--- src/rtl/phy_cfg_pkg.sv ---
package phy_cfg_pkg;
  localparam int BYTE_W     = 8;
  localparam int NUM_DLANES = 4;
  localparam int BAND_W     = 6;
  localparam int BAND_LSB   = 1;
  localparam int NUM_SLOTS  = NUM_DLANES + 2;
  localparam int SLOT_W     = $clog2(NUM_SLOTS);
  localparam int SLOT_CLK    = 0;
  localparam int SLOT_SETTLE = 1;
  localparam int SLOT_DLANE0 = 2;

  localparam logic [BYTE_W-1:0] CODE_NORMAL   = 8'h00;
  localparam logic [BYTE_W-1:0] CODE_CLK_LANE = 8'h34;
  localparam logic [BYTE_W-1:0] CODE_SETTLE   = 8'h75;
  localparam logic [NUM_DLANES-1:0][BYTE_W-1:0] CODE_DLANE =
    {8'h94, 8'h84, 8'h54, 8'h44};

  typedef struct packed {
    logic              hit;
    logic [SLOT_W-1:0] idx;
  } slot_t;

  function automatic slot_t decode_code(input logic [BYTE_W-1:0] code);
    slot_t s;
    s = '0;
    if (code == CODE_CLK_LANE) begin
      s.hit = 1'b1;
      s.idx = SLOT_W'(SLOT_CLK);
    end
    if (code == CODE_SETTLE) begin
      s.hit = 1'b1;
      s.idx = SLOT_W'(SLOT_SETTLE);
    end
    for (int i = 0; i < NUM_DLANES; i++) begin
      if (code == CODE_DLANE[i]) begin
        s.hit = 1'b1;
        s.idx = SLOT_W'(SLOT_DLANE0 + i);
      end
    end
    return s;
  endfunction
endpackage

--- src/rtl/phy_cfg_sync.sv ---
module phy_cfg_sync #(
  parameter int WIDTH  = 1,
  parameter int STAGES = 2
) (
  input  logic             clk,
  input  logic             rst_n,
  input  logic [WIDTH-1:0] d,
  output logic [WIDTH-1:0] q
);
  logic [STAGES-1:0][WIDTH-1:0] chain;

  always_ff @(posedge clk or negedge rst_n) begin
    if (!rst_n) begin
      chain <= '0;
    end else begin
      chain[0] <= d;
      for (int i = 1; i < STAGES; i++) chain[i] <= chain[i-1];
    end
  end

  assign q = chain[STAGES-1];
endmodule

--- src/rtl/phy_cfg_edge.sv ---
module phy_cfg_edge (
  input  logic clk,
  input  logic rst_n,
  input  logic lvl,
  output logic rise,
  output logic fall
);
  logic prev;

  always_ff @(posedge clk or negedge rst_n) begin
    if (!rst_n) prev <= 1'b0;
    else        prev <= lvl;
  end

  assign rise = lvl & ~prev;
  assign fall = ~lvl & prev;
endmodule

--- src/rtl/phy_cfg_regfile.sv ---
module phy_cfg_regfile
  import phy_cfg_pkg::*;
(
  input  logic                              clk,
  input  logic                              rst_n,
  input  logic                              clr,
  input  logic                              rise,
  input  logic                              fall,
  input  logic                              sel,
  input  logic [BYTE_W-1:0]                 din,
  output logic [BYTE_W-1:0]                 dout,
  output logic [BYTE_W-1:0]                 code,
  output logic [NUM_SLOTS-1:0][BYTE_W-1:0]  regs,
  output logic                              normal_op
);
  logic  wr_stb;
  logic  cap_stb;
  slot_t cur;

  assign wr_stb  = rise & ~sel;
  assign cap_stb = fall & sel;
  assign cur     = decode_code(code);

  always_ff @(posedge clk or negedge rst_n) begin
    if (!rst_n) begin
      code      <= '0;
      regs      <= '0;
      normal_op <= 1'b0;
    end else if (clr) begin
      code      <= '0;
      regs      <= '0;
      normal_op <= 1'b0;
    end else begin
      if (cap_stb) code <= din;
      if (wr_stb) begin
        if (cur.hit) regs[cur.idx] <= din;
        if (code == CODE_NORMAL) normal_op <= 1'b1;
      end
    end
  end

  always_comb begin
    dout = '0;
    if (cur.hit) dout = regs[cur.idx];
  end

  p_code_capture_r1: assert property (@(posedge clk) disable iff (!rst_n)
    (cap_stb && !clr) |=> (code == $past(din)));

  p_write_lands_r2: assert property (@(posedge clk) disable iff (!rst_n)
    (wr_stb && !clr && cur.hit) |=> (dout == $past(din)));

  p_no_write_sel_high_r3: assert property (@(posedge clk) disable iff (!rst_n)
    (rise && sel && !clr) |=> $stable(regs));

  p_code_hold_r4: assert property (@(posedge clk) disable iff (!rst_n)
    (!cap_stb && !clr) |=> $stable(code));

  p_normal_set_r7: assert property (@(posedge clk) disable iff (!rst_n)
    (wr_stb && !clr && code == CODE_NORMAL) |=> normal_op);

  p_clear_all_r8: assert property (@(posedge clk) disable iff (!rst_n)
    clr |=> (code == '0 && regs == '0 && !normal_op));
endmodule

--- src/rtl/phy_cfg_port.sv ---
module phy_cfg_port
  import phy_cfg_pkg::*;
#(
  parameter int SYNC_STAGES = 2
) (
  input  logic                          clk,
  input  logic                          rst_n,
  input  logic                          tst_strobe,
  input  logic                          tst_sel,
  input  logic [BYTE_W-1:0]             tst_bus,
  input  logic                          tst_clear,
  output logic [BYTE_W-1:0]             tst_rdata,
  output logic [BYTE_W-1:0]             clk_lane_ctrl,
  output logic [NUM_DLANES*BAND_W-1:0]  lane_band,
  output logic [BYTE_W-1:0]             settle_thr,
  output logic                          normal_op
);
  localparam int SYNC_W = BYTE_W + 3;

  logic [SYNC_W-1:0]                 raw_in;
  logic [SYNC_W-1:0]                 syn;
  logic                              s_strobe;
  logic                              s_sel;
  logic                              s_clear;
  logic [BYTE_W-1:0]                 s_bus;
  logic                              rise;
  logic                              fall;
  logic [BYTE_W-1:0]                 cur_code;
  logic [NUM_SLOTS-1:0][BYTE_W-1:0]  regs;

  assign raw_in = {tst_clear, tst_strobe, tst_sel, tst_bus};
  assign {s_clear, s_strobe, s_sel, s_bus} = syn;

  phy_cfg_sync #(.WIDTH(SYNC_W), .STAGES(SYNC_STAGES)) u_sync (
    .clk(clk), .rst_n(rst_n), .d(raw_in), .q(syn)
  );

  phy_cfg_edge u_edge (
    .clk(clk), .rst_n(rst_n), .lvl(s_strobe), .rise(rise), .fall(fall)
  );

  phy_cfg_regfile u_regs (
    .clk(clk), .rst_n(rst_n), .clr(s_clear), .rise(rise), .fall(fall),
    .sel(s_sel), .din(s_bus), .dout(tst_rdata), .code(cur_code),
    .regs(regs), .normal_op(normal_op)
  );

  assign clk_lane_ctrl = regs[SLOT_CLK];
  assign settle_thr    = regs[SLOT_SETTLE];

  for (genvar g = 0; g < NUM_DLANES; g++) begin : g_lane
    assign lane_band[g*BAND_W +: BAND_W] = regs[SLOT_DLANE0 + g][BAND_LSB +: BAND_W];
  end

  p_unimpl_reads_zero_r9: assert property (@(posedge clk) disable iff (!rst_n)
    (tst_rdata != '0) |-> decode_code(cur_code).hit);
endmodule

--- config.mk ---
export PLATFORM = sky130hd
export DESIGN_NAME = phy_cfg_port
export DESIGN_NICKNAME = d
export VERILOG_FILES = /design/src/rtl/phy_cfg_pkg.sv /design/src/rtl/phy_cfg_sync.sv /design/src/rtl/phy_cfg_edge.sv /design/src/rtl/phy_cfg_regfile.sv /design/src/rtl/phy_cfg_port.sv
export SDC_FILE = /design/constraint.sdc
export NUM_CORES = 1
export LEC_CHECK = 0
export BUFFER_PORTS_ARGS = -buffer_cell sky130_fd_sc_hd__buf_2
export CAP_MARGIN = 20
export CORE_MARGIN = 3
export CORE_UTILIZATION = 50
export CTS_BUF_LIST = sky130_fd_sc_hd__clkbuf_16
export CTS_CLUSTER_DIAMETER = 30
export DETAILED_ROUTE_END_ITERATION = 8
export PLACE_DENSITY = 0.8
export SLEW_MARGIN = 5
export SYNTH_ARGS = -nofsm -noshare
export SYNTH_HDL_FRONTEND = slang
export SYNTH_HIERARCHICAL = 1
export SYNTH_SLANG_ARGS = --single-unit
--- constraint.sdc ---
create_clock -name clk -period 2.08 [get_ports clk]
set_input_delay 0.312 -clock clk [delete_from_list [all_inputs] [get_ports clk]]
set_output_delay 0.312 -clock clk [all_outputs]
set_load 0.05 [all_outputs]
==> summary.log <==
qor: status.status finished with violations
qor: status.failing_checks negative setup slack
qor: clock_tree.cts-buffers-inserted 9
qor: route.wl_per_cell 19.8 um
qor: grt.grt_start_max_net_pins 58
qor: floorplan.total_core_area 0.00687 mm^2
qor: floorplan.die-area 0.00820 mm^2
qor: timing.final-max-slew-violation-count 0
qor: yosys.synthesis.yosys.warnings 6
qor: placement.io_buffers 61
qor: hold_path.worstHoldPathCells 1
qor: setup_path.crit_family buffers and inverters
qor: setup_path.cp_slowest_stage_delay 0.45 ns
qor: floorplan.rows 30
qor: route.drt_first_iter_violations 238
qor: power_and_ir_drop.power_density 742 mW/mm^2
qor: timing.finalClockSkew 0.00456 ns
qor: yosys.mappedNetlistNets 328
qor: timing.maxClockFrequency 0.431 GHz
qor: setup_path.crit_start_category flip-flop
qor: yosys.synth.avg_cell_area 11.3 um^2
qor: timing.slew_headroom 0.614
qor: run.maxCapViolations 0
qor: yosys.synth.distinct_cells 35
qor: route.wl_final 9800 um
qor: setup_path.timing.rr.end u_regs/regs[17]
qor: route.drc 0
qor: clock_tree.worst_skew_pair.late_latency 0.33 ns
qor: setup_path.worst_ep_arrival_time 2.01 ns
qor: final_layout.instances_no_fill 495
qor: final_layout.final_nets 409
qor: final_layout.n_antenna_cell 0
qor: clock_tree.tritoncts built
qor: final_layout.num-fill-cells 465
qor: clock_tree.cts.reportedPaths.clkPinSlew 0.06 ns
qor: placement.post_dp_cell_area 0.00413 mm^2
qor: floorplan.floorplan.io_pins 62
qor: yosys.post_synth_inst_count 315
qor: floorplan.floorplan.die.width 90.6 um
qor: clock_tree.clockBufferDepth 2
qor: hold_path.hold_path_class in -> reg
qor: final_layout.drive_gt1_frac 0.406
qor: timing.final-setup-viol-count 8
qor: yosys.synth-main-ff-cell dfrtp_1
qor: route.routed-via-count 2930
qor: timing.post_route_fraction_of_the_period_consumed_by_the_critical_path 1.12
qor: placement.place_inst 469
qor: grt.track_usage 0.233
qor: floorplan.starting_utilization_of_the_core_area 0.520
qor: hold_path.hold_path.startpoint tst_bus[5]
qor: placement.hpwl 5970 um
qor: power_and_ir_drop.power_leakage 0.00240 uW
qor: yosys.synth_area 0.00357 mm^2
qor: setup_path.critical_path_required 1.77 ns
qor: grt.antenna_violations_before_repair 0
qor: route.viasPerCell 5.92
qor: setup_path.crit-reg2reg-launch u_regs/code[5]
qor: yosys.synth_enable_flop_cells 0
qor: setup_path.reg2reg_setup_slack 0.01 ns
qor: timing.finalCriticalPeriod 2.32 ns
qor: yosys.yosysSeqAreaShare 0.560
qor: setup_path.timing.critical_path.to_type output pin
qor: setup_path.ff2ff_path_depth 9
qor: setup_path.crit_chain nor4b_4, buf_4, nand2_8, a221oi_2, buf_4, nor3_4, buf_6
qor: setup_path.crit_path_max_fanout 7
qor: route.drt_pre_antenna_iters 5
qor: final_layout.syn2layout_area_growth 35.1%
qor: clock_tree.number_of_h_tree_branching_levels 3
qor: route.ant_nets 0
qor: floorplan.die_h 90.6 um
qor: setup_path.path_common_cell buf_4
qor: timing.layout_setup_ws -0.240 ns
qor: clock_tree.numClockSinks 80
qor: grt.first_global_vias 2883
qor: setup_path.worstSetupPathType reg -> out
qor: setup_path.critical_path.slowest_cell dfrtp_2
qor: timing.finalHoldViolCount 0
qor: timing.timing_worst_slew_pin_value 0.579 ns
qor: yosys.ys_ff_latch 80
qor: timing.grt_setup_unrepaired yes
qor: yosys.asyncSetResetFlopFracSynth 1.00
qor: clock_tree.clock-root-buffer clkbuf_16
qor: setup_path.critical_path_cell_count 7
qor: hold_path.hold_end u_sync/chain[5]
qor: grt.first_pass_grt_wire_length 14900 um
qor: placement.finalWeightedCongestion 0.912
qor: grt.overflow 0
qor: power_and_ir_drop.ir_worst_vdd 0.689 mV
qor: setup_path.cp_num_buf_inv 3
qor: final_layout.final_cell_area 0.00483 mm^2
-- worst max path at each step --
stage / endpoint / startpoint / slack [ns]
3_5_place_dp: tst_rdata[1] / u_regs/code[5] / -0.13
2_1_floorplan: tst_rdata[1] / u_regs/code[5] / -0.0006
4_1_cts: tst_rdata[1] / u_regs/code[5] / -0.17
6_report: tst_rdata[1] / u_regs/code[5] / -0.24
3_3_place_gp: tst_rdata[5] / u_regs/code[5] / -0.02
5_1_grt: tst_rdata[0] / u_regs/code[5] / -0.30
-- routing by layer --
layer  part of all wire  vias to the layer above  global-route usage
met5                  0                        -                   0
met4              0.020                        0               0.101
met3              0.075                       24              0.0642
met2               0.50                      165               0.372
met1               0.40                     1469               0.298
li1                   -                     1272                   -
-- what timing repair did --
| item | CTS | global route |
|---|---|---|
| hold buffers | 1 | 0 |
| endpoints found under the hold margin | 34 | 0 |
| resized for setup | 45 | 11 |
| endpoints found under the setup margin | 8 | 8 |
| setup buffers | 6 | 6 |
| pin swaps | 6 | 4 |
-- synth_stat cells, drive strengths merged, types with 2 or more instances --
master,count,area (um^2)
mux2i,40,400
nor4b,3,62.6
nor2,43,161
dfrtp,80,2000
buf,24,158
a311oi,7,61.3
nor3,10,55.1
nand2,29,109
o22a,8,70.1
nand2b,3,18.8
nand3,11,60.1
nand4,2,42.5
nor3b,2,26.3
and2b,2,17.5
a21oi,17,85.1
a221oi,7,61.3
or2,3,18.8
o221ai,8,70.1
clkbuf,8,31.3
-- worst register-to-register path: stages, from the launching register on --
cell and delay, ns:
dfrtp_2 0.45, buf_6 0.14, nor4b_4 0.24, buf_4 0.18, buf_4 0.10, buf_4 0.09
buf_4 0.12, nand3_1 0.29, nand2_1 0.21, a21oi_1 0.09
-- final cells by class --
class,instances,area [um^2],share of cell area
Sequential cell,80,2010,0.416
Multi-Input combinational cell,203,1680,0.348
Timing Repair Buffer,102,688,0.143
Clock buffer,9,225,0.0466
Tap cell,96,120,0.0249
Clock inverter,5,108,0.0223
-- cell families (layout without fill, tap and decap cells) --
logic type | count (synthesis) | count (layout) | share of synthesized area
muxes | 40 | 40 | 0.112
and+or+nand+nor | 114 | 114 | 0.173
DFF | 80 | 80 | 0.560
buffers and inverters | 32 | 116 | 0.0529
AOI/OAI and AO/OA | 49 | 49 | 0.102
-- cells in the final DEF, fill, tap and decap left out, types with 9 or more instances in the layout --
master	n
a21oi_1	17
buf_2	52
buf_4	38
buf_6	10
clkbuf_16	9
dfrtp_1	75
mux2i_1	40
nand2_1	27
nand3_1	10
nor2_1	43
-- sequential cells by signal, summed over array words and instances (netlist names) --
register,cells
u_sync/q,11
u_edge/prev,1
u_regs/regs,48
u_regs/normal_op,1
u_sync/chain,11
u_regs/code,8
-- report_power, final --
part           internal [uW]  switching (uW)
logic                   80.7             133
registers               1590            36.0
clock network           1160             585
-- stage by stage --
stage | hold slack, ns | utilization | TNS, ns | setup WS, ns | total power [uW]
after floorplan | 0.0164 | - | -0.000552 | -0.000552 | 1750
after global placement | 0.301 | 0.601 | -0.0802 | -0.0200 | 1820
after detailed placement | 0.299 | 0.601 | -0.685 | -0.127 | 1830
after CTS | 0.0694 | 0.685 | -1.24 | -0.174 | 3600
after global routing | 0.0638 | 0.703 | -2.34 | -0.304 | 3710
final | 0.0821 | 0.703 | -1.75 | -0.240 | 3580
Note: power is estimated with default switching activity, not from simulation.
